$ cat config.mk
export PLATFORM = sky130hd
export DESIGN_NAME = replay_watch
export DESIGN_NICKNAME = d
export VERILOG_FILES = /design/src/rtl/replay_watch_pkg.sv /design/src/rtl/replay_watch_dp.sv /design/src/rtl/replay_watch_ctrl.sv /design/src/rtl/replay_watch.sv
export SDC_FILE = /design/constraint.sdc
export NUM_CORES = 1
export LEC_CHECK = 0
export CORE_MARGIN = 2
export CORE_UTILIZATION = 40
export DETAILED_ROUTE_END_ITERATION = 10
export PLACE_DENSITY = 0.65
export SLEW_MARGIN = 5
export SYNTH_ARGS = -nofsm -noshare
export SYNTH_HDL_FRONTEND = slang
export SYNTH_SLANG_ARGS = --single-unit
$ cat constraint.sdc
create_clock -name clk -period 2.9 [get_ports clk]
set_input_delay 0.87 -clock clk [delete_from_list [all_inputs] [get_ports clk]]
set_output_delay 0.87 -clock clk [all_outputs]
set_load 0.05 [all_outputs]
$ cat src/rtl/replay_watch_pkg.sv
package replay_watch_pkg;

  // Strobes from the control section to the datapath
  typedef struct packed {
    logic timerZero;  // load zero into the wait timer
    logic timerStep;  // advance the wait timer by one
    logic rplyClr;    // clear replay attempt count
    logic rplyStep;   // advance replay attempt count
  } dpCmd_t;

  typedef enum logic {
    TMR_IDLE = 1'b0,
    TMR_RUN  = 1'b1
  } tmrState_t;

endpackage

$ cat src/rtl/replay_watch_dp.sv
module replay_watch_dp
  import replay_watch_pkg::*;
#(
  parameter int CNT_W    = 16,
  parameter int RPLY_MAX = 3
) (
  input  logic             clk,
  input  logic             rstN,
  input  dpCmd_t           cmd,
  input  logic [CNT_W-1:0] timeoutLimit,
  output logic             atLimit,
  output logic             rplyAtMax
);

  localparam int RPLY_W = (RPLY_MAX < 1) ? 1 : $clog2(RPLY_MAX + 1);
  localparam logic [RPLY_W-1:0] RPLY_TOP = RPLY_W'(RPLY_MAX);
  localparam logic [CNT_W-1:0]  LIMIT_FLOOR = CNT_W'(1);

  logic [CNT_W-1:0]  waitCnt;
  logic [CNT_W-1:0]  effLimit;
  logic [RPLY_W-1:0] rplyCnt;

  // zero limit treated as one so expiry pulses stay separated
  assign effLimit = (timeoutLimit == '0) ? LIMIT_FLOOR : timeoutLimit;

  always_ff @(posedge clk) begin
    if (!rstN) begin
      waitCnt <= '0;
    end else if (cmd.timerZero) begin
      waitCnt <= '0;
    end else if (cmd.timerStep) begin
      waitCnt <= waitCnt + CNT_W'(1);
    end
  end

  // Greater-or-equal guards against the limit being lowered mid-count
  assign atLimit = (waitCnt >= effLimit);

  // replay attempt counter, wraps after its top value
  always_ff @(posedge clk) begin
    if (!rstN) begin
      rplyCnt <= '0;
    end else if (cmd.rplyClr) begin
      rplyCnt <= '0;
    end else if (cmd.rplyStep) begin
      if (rplyCnt == RPLY_TOP) begin
        rplyCnt <= '0;
      end else begin
        rplyCnt <= rplyCnt + RPLY_W'(1);
      end
    end
  end

  assign rplyAtMax = (rplyCnt == RPLY_TOP);

endmodule

$ cat src/rtl/replay_watch_ctrl.sv
module replay_watch_ctrl
  import replay_watch_pkg::*;
(
  input  logic   clk,
  input  logic   rstN,
  input  logic   txStart,
  input  logic   txEnd,
  input  logic   dllpRcvd,
  input  logic   unackPending,
  input  logic   replayEvent,
  input  logic   replayCntClr,
  input  logic   atLimit,
  input  logic   rplyAtMax,
  output dpCmd_t cmd,
  output logic   timeoutPulse,
  output logic   rolloverPulse
);

  tmrState_t state, stateNext;
  logic      running;
  logic      startReq;
  logic      stopReq;
  logic      expire;
  logic      ackRestart;
  logic      timeoutNext;
  logic      rollNext;

  assign running    = (state == TMR_RUN);
  // a transmit strobe only starts an idle timer
  assign startReq   = (txStart | txEnd) & ~running;
  // nothing outstanding and no start pending
  assign stopReq    = ~unackPending & ~startReq;
  // expiry reloads and keeps running
  assign expire     = running & atLimit;
  // received control packet with packets still outstanding
  assign ackRestart = running & dllpRcvd & unackPending;

  always_comb begin
    cmd           = '0;
    stateNext     = state;
    timeoutNext   = 1'b0;
    if (stopReq) begin
      cmd.timerZero = 1'b1;
      stateNext     = TMR_IDLE;
    end else if (expire) begin
      cmd.timerZero = 1'b1;
      stateNext     = TMR_RUN;
      timeoutNext   = 1'b1;
    end else if (ackRestart || startReq) begin
      cmd.timerZero = 1'b1;
      stateNext     = TMR_RUN;
    end else if (running) begin
      cmd.timerStep = 1'b1;
    end

    // clear wins over a same-cycle replay event
    cmd.rplyClr  = replayCntClr;
    cmd.rplyStep = replayEvent & ~replayCntClr;
  end

  // rollover when the event finds the count at its top value
  assign rollNext = replayEvent & ~replayCntClr & rplyAtMax;

  always_ff @(posedge clk) begin
    if (!rstN) begin
      state         <= TMR_IDLE;
      timeoutPulse  <= 1'b0;
      rolloverPulse <= 1'b0;
    end else begin
      state         <= stateNext;
      timeoutPulse  <= timeoutNext;
      rolloverPulse <= rollNext;
    end
  end

endmodule

$ cat src/rtl/replay_watch.sv
module replay_watch
  import replay_watch_pkg::*;
#(
  parameter int CNT_W    = 16,
  parameter int RPLY_MAX = 3
) (
  input  logic             clk,
  input  logic             rstN,
  input  logic             txStart,
  input  logic             txEnd,
  input  logic             dllpRcvd,
  input  logic             unackPending,
  input  logic             replayEvent,
  input  logic             replayCntClr,
  input  logic [CNT_W-1:0] timeoutLimit,
  output logic             timeoutPulse,
  output logic             rolloverPulse
);

  dpCmd_t dpCmd;
  logic   atLimit;
  logic   rplyAtMax;

  replay_watch_ctrl u_ctrl (
    .clk           (clk),
    .rstN          (rstN),
    .txStart       (txStart),
    .txEnd         (txEnd),
    .dllpRcvd      (dllpRcvd),
    .unackPending  (unackPending),
    .replayEvent   (replayEvent),
    .replayCntClr  (replayCntClr),
    .atLimit       (atLimit),
    .rplyAtMax     (rplyAtMax),
    .cmd           (dpCmd),
    .timeoutPulse  (timeoutPulse),
    .rolloverPulse (rolloverPulse)
  );

  replay_watch_dp #(
    .CNT_W    (CNT_W),
    .RPLY_MAX (RPLY_MAX)
  ) u_dp (
    .clk          (clk),
    .rstN         (rstN),
    .cmd          (dpCmd),
    .timeoutLimit (timeoutLimit),
    .atLimit      (atLimit),
    .rplyAtMax    (rplyAtMax)
  );

endmodule

# Word level (Yosys, flattened, before mapping)
# Index checks and enable logic that the tools add are counted.
dict set report word_totals {
  register_bits 21
  out_inout_bits 2
  word_cells 40
}
dict set report op_classes {
  addsub 2
  n_lt_le_gt_ge 1
  n_eq_ne 1
  muxes 12
  n_bitwise 13
  n_reduce_logical 6
}
# cell count
set ops {}
lappend ops {{$add A16 B1 Y16 const B} 1}
lappend ops {{$ge A16 B16 Y1} 1}
lappend ops {{$logic_not A16 Y1} 1}
lappend ops {{$mux W16} 1}
lappend ops {{$mux W1} 10}
lappend ops {{$and A1 B1 Y1} 7}
lappend ops {{$reduce_or A2 Y1} 3}
lappend ops {{$not A1 Y1} 5}
lappend ops {{$add A2 B1 Y2 const B} 1}
lappend ops {{$eq A2 B2 Y1 const B} 1}
lappend ops {{$mux W2} 1}
lappend ops {{$reduce_bool A2 Y1} 1}
lappend ops {{$logic_or A1 B1 Y1} 1}
lappend ops {{$or A1 B1 Y1} 1}

# Logic depth before layout (Yosys ltp)
dict set report logic_depth {
  depth_word 7
  depth_mapped 10
  depth_no_buf 8
}

# Modules after synthesis
# A second synthesis with hierarchy kept.
dict set report unflattened {
  cells_unflattened 168
  hier_area_um2 1407.6
}
# module instances cells_per_inst area_each_um2 seq_area_each_um2
set by_module_without_submodules {}
lappend by_module_without_submodules {replay_watch_dp 1 153 1267.5 360.3}
lappend by_module_without_submodules {replay_watch_ctrl 1 15 140.1 60.1}

# Least setup slack after synthesis
# Ideal clock, no wire load.
dict set report synth_timing {
  kind {in2reg}
  startpoint {in timeoutLimit[9]}
  endpoint {reg u_dp.waitCnt[6]}
  t_arrival_ns 2.993
  required_ns 2.830
  path_slack_ns -0.163
  cell_stages 9
  path_cell_list {nor4_1 -> a41o_1 -> ha_1 -> nand2b_1 -> a2111oi_4 -> o32ai_2 -> clkbuf_1 -> or4_1 -> a21oi_1}
}
dict set report synth_between {
  elab_chain_cells 7
  elab_cells_between_ends 9
}
# element line
set synth_lines {}
lappend synth_lines {{from (decl)} replay_watch.sv:15} ;# input logic [CNT_W-1:0] timeoutLimit,
lappend synth_lines {{$logic_not A16 Y1} replay_watch_dp.sv:24} ;# assign effLimit = (timeoutLimit == '0) ? LIMIT_FLOOR : timeoutLimit;
lappend synth_lines {{$mux W16 (*)} replay_watch_dp.sv:24}
lappend synth_lines {{$ge A16 B16 Y1 (*)} replay_watch_dp.sv:37} ;# assign atLimit = (waitCnt >= effLimit);
lappend synth_lines {{$and A1 B1 Y1 (*)} replay_watch_ctrl.sv:34} ;# assign expire = running & atLimit;
lappend synth_lines {{$mux W1} replay_watch_ctrl.sv:45} ;# end else if (expire) begin
lappend synth_lines {{$mux W1} replay_watch_ctrl.sv:42} ;# if (stopReq) begin
lappend synth_lines {{$reduce_or A2 Y1 (no line)} -}
lappend synth_lines {{to (signal assigned)} replay_watch_dp.sv:32} ;# waitCnt <= waitCnt + CNT_W'(1);
lappend synth_lines {{to (decl)} replay_watch_dp.sv:19} ;# logic [CNT_W-1:0] waitCnt;
# Every way passes the cells marked *; elsewhere a longest branch is shown, timed or not.
# A chain may end at the register's enable or synchronous reset.

# Final worst setup path
dict set report layout_timing {
  startpoint {in timeoutLimit[14]}
  endpoint {reg u_dp.waitCnt[6]}
}
# The elaborated chain is that of the path after synthesis.

==> results.yml <==
outcome:
  outcome: "finished, violations left"
  violations: "negative setup slack"
clocking:
  worstSkewPairLatency_ns: 0.27
  cts_buffers: 3
  root_buffer: "clkbuf_8"
  htree_levels: 1
  clockBufferDepth: 2
  cts_num_sinks: 21
  cts_hold_buf: 0
  cts_tree: "built"
  clk_pin_slew_ns: 0.08
worst_setup_path:
  critPathKind: "in -> reg"
  worst-path-max-fanout: 6
  cp.arrival_ns: 3.12
  cp-end-kind: "flip-flop"
  cp-start-kind: "input pin"
  required_ns: 3.05
  r2r_start: "u_dp.waitCnt[13]"
  startpoint: "timeoutLimit[14]"
routing:
  ant_nets: 0
  drc: 0
  wl_um: 4860
  vias: 1782
  first_iter_violations: 167
  first_pass_iters: 4
  wl_per_cell_um: 16.2
  detail_route.vias_per_cell: 5.96
synthesis:
  synth.distinct_cells: 42
  syn_inst: 191
  synth_area_um2: 1600
  synthFlopType: "dfxtp_1"
  synth_edf_count: 0
  yosysSeqAreaShare_pct: 26.4
  synth_area_leader_cell: "dfxtp_1"
  yosysTopAreaCellShare_pct: 26.4
  synth_area_leaders: "dfxtp_1 26%, ha_1 14%, a21oi_1 6.3%, o31ai_1 6.1%, or4_1 5.6%"
  synth_seq_cells: 21
  synth-async-reset-ratio_pct: 0
  syn_nets: 233
  ys_warn_count: 0
  avgSynthCellArea_um2: 8.35
layout:
  diodes: 0
  fin_cells: 299
  syn_to_final_growth_pct: 52.6
  nFillCells: 297
  finalNetCount: 294
  finish.utilization_pct: 65.0
  final_layout_size_suffix_gt1_share_pct: 37.5
die:
  die_h_um: 67.2
  start_util_pct: 42.6
  die_x_um: 67.2
  die_area_um2: 4510
  rows: 22
  io_pins: 26
  core-area_um2: 3740
power_and_ir_drop:
  ir_drop_uv: 220
  finalPower_w: 0.000591
  power_density_nw_per_um2: 243
  p_leak_nw: 0.959
flow_run:
  cap_viol_max_count: 0
placed_design:
  dpl.hpwl_um: 3520
  globalplace.congestion: 0.899
  pre_cts_ws_ns: -0.722
  dp_cells: 287
  portBuffers: 25
timing:
  tightest_slew_ns: 0.490
  fin_crit_sh_pct: 102
  period_minus_slack_ns: 2.96
  slew_headroom_pct: 67.2
  setup_violations: 12
  fin_hold_ws_ns: 0.509
  rsz0062_at_grt: "true"
  hold_viol: 0
  finalClockSkew_ns: 0.00587
  max_freq_mhz: 338
  setup_slack_ns: -0.0619
  finalMaxSlewViolations: 0
grt:
  antenna_found_initial: 0
  grt_pass1_wl_um: 7720
  grt_pass1_vias: 1671
  grt_usage_pct: 22.5
  grt_start_max_net_pins: 18
  gr-total-overflow: 0
worst_hold_path:
  worstHoldStart: "u_dp.waitCnt[15]"
  holdCritPathClass: "reg -> reg"
==> what timing repair did <==
action | CTS | global route
pin swaps | 14 | 5
gates cloned | 2 | 1
gates resized for setup | 78 | 23
buffers inserted | 4 | 1
endpoints found under the hold margin | 0 | 0
setup endpoints to repair | 17 | 17
==> sequential cells by signal, summed over array words and instances, names as in the netlist <==
register and cells:
u_ctrl.timeoutPulse 1, u_dp.rplyCnt 2, u_dp.waitCnt 16, u_ctrl.rolloverPulse 1, u_ctrl.running 1
==> per-layer routing <==
metal | vias to the layer above | GRT usage [%] | wire length (µm)
li1 | 862 | - | -
met1 | 852 | 28.1 | 2050
met2 | 58 | 38.4 | 2410
met3 | 10 | 4.33 | 274
met4 | 0 | 8.42 | 118
met5 | - | 0 | 0
==> cell type report <==
cell class | instances | area (µm²) | share of cell area [%]
Clock buffer | 4 | 45.0 | 1.85
Inverter | 16 | 60.1 | 2.47
Multi-Input combinational cell | 148 | 1270 | 52.0
Sequential cell | 21 | 420 | 17.3
Tap cell | 48 | 60.1 | 2.47
Timing Repair Buffer | 62 | 583 | 23.9
==> logic make-up (layout without fill, tap and decap cells) <==
kind of cell               count (synthesis)  after routing  share of synthesized area, %
muxes                                      2              2                          1.25
and+or+nand+nor                           72             72                          26.2
DFF                                       21             21                          26.4
buffers and inverters                     22             82                          5.96
adders and majority gates                 18             18                          14.1
AOI/OAI and AO/OA                         56             56                          26.1
==> power by group <==
part           internal [W]  switching, W  leakage, nW
clock             0.0000983      0.000103       0.0228
combinational     0.0000527     0.0000444        0.766
sequential         0.000290    0.00000240        0.170
==> worst paths after layout <==
| check | endpoint | slack, ns | depth (start not counted) |
|---|---|---|---|
| hold / removal | u_dp.waitCnt[15] | 0.51 | 2 |
| setup reg to reg | u_dp.waitCnt[10] | 0.50 | 6 |
| setup / recovery | u_dp.waitCnt[6] | -0.06 | 11 |
| hold reg to reg | u_dp.waitCnt[15] | 0.51 | 2 |
==> cell usage in the layout, fill, tap and decap left out, drive strengths merged, types with 2 or more instances in the layout <==
master and count:
buf 47, o21ai 5, inv 16, clkdlybuf4s50 9
dfxtp 21, o21a 3, o31ai 13, nand2b 3
nand4 9, or3 2, and2 2, nand3 9
a21o 2, a211oi 2, clkbuf 7, nand2 11
mux2i 2, and3 2, a21oi 22, a41o 2
ha 18, nor4 4, nor3 4, clkdlybuf4s15 2
or4 14, nor2 9
==> Yosys cell counts, types with 2 or more instances <==
master,n
dfxtp_1,21
a21oi_1,20
ha_1,18
inv_1,16
o31ai_1,13
or4_1,12
nand2_1,11
nand3_1,9
nand4_1,9
nor2_1,9
nor3_1,4
nor4_1,4
o21ai_0,4
clkbuf_1,3
nand2b_1,3
o21a_1,3
a21o_1,2
a41o_1,2
and3_1,2
mux2i_1,2
or3_1,2
or4_4,2
==> through the flow <==
step	setup TNS, ns	cell area (µm²)
5_1_grt	-2.05	2430
6_report	-0.323	2430
2_1_floorplan	0	1640
3_5_place_dp	-11.01	2160
3_3_place_gp	-9.27	2160
4_1_cts	-1.01	2320
==> critical path, cell delays in order <==
cell       delay (ns)
buf_8            0.10
nor4_4           0.27
a41o_1           0.22
ha_1             0.23
nand2b_4         0.15
a2111oi_4        0.35
o32ai_4          0.21
buf_6            0.17
buf_6            0.12
o31ai_1          0.33
a21oi_2          0.09
Note: power is estimated with default switching activity, not from simulation.
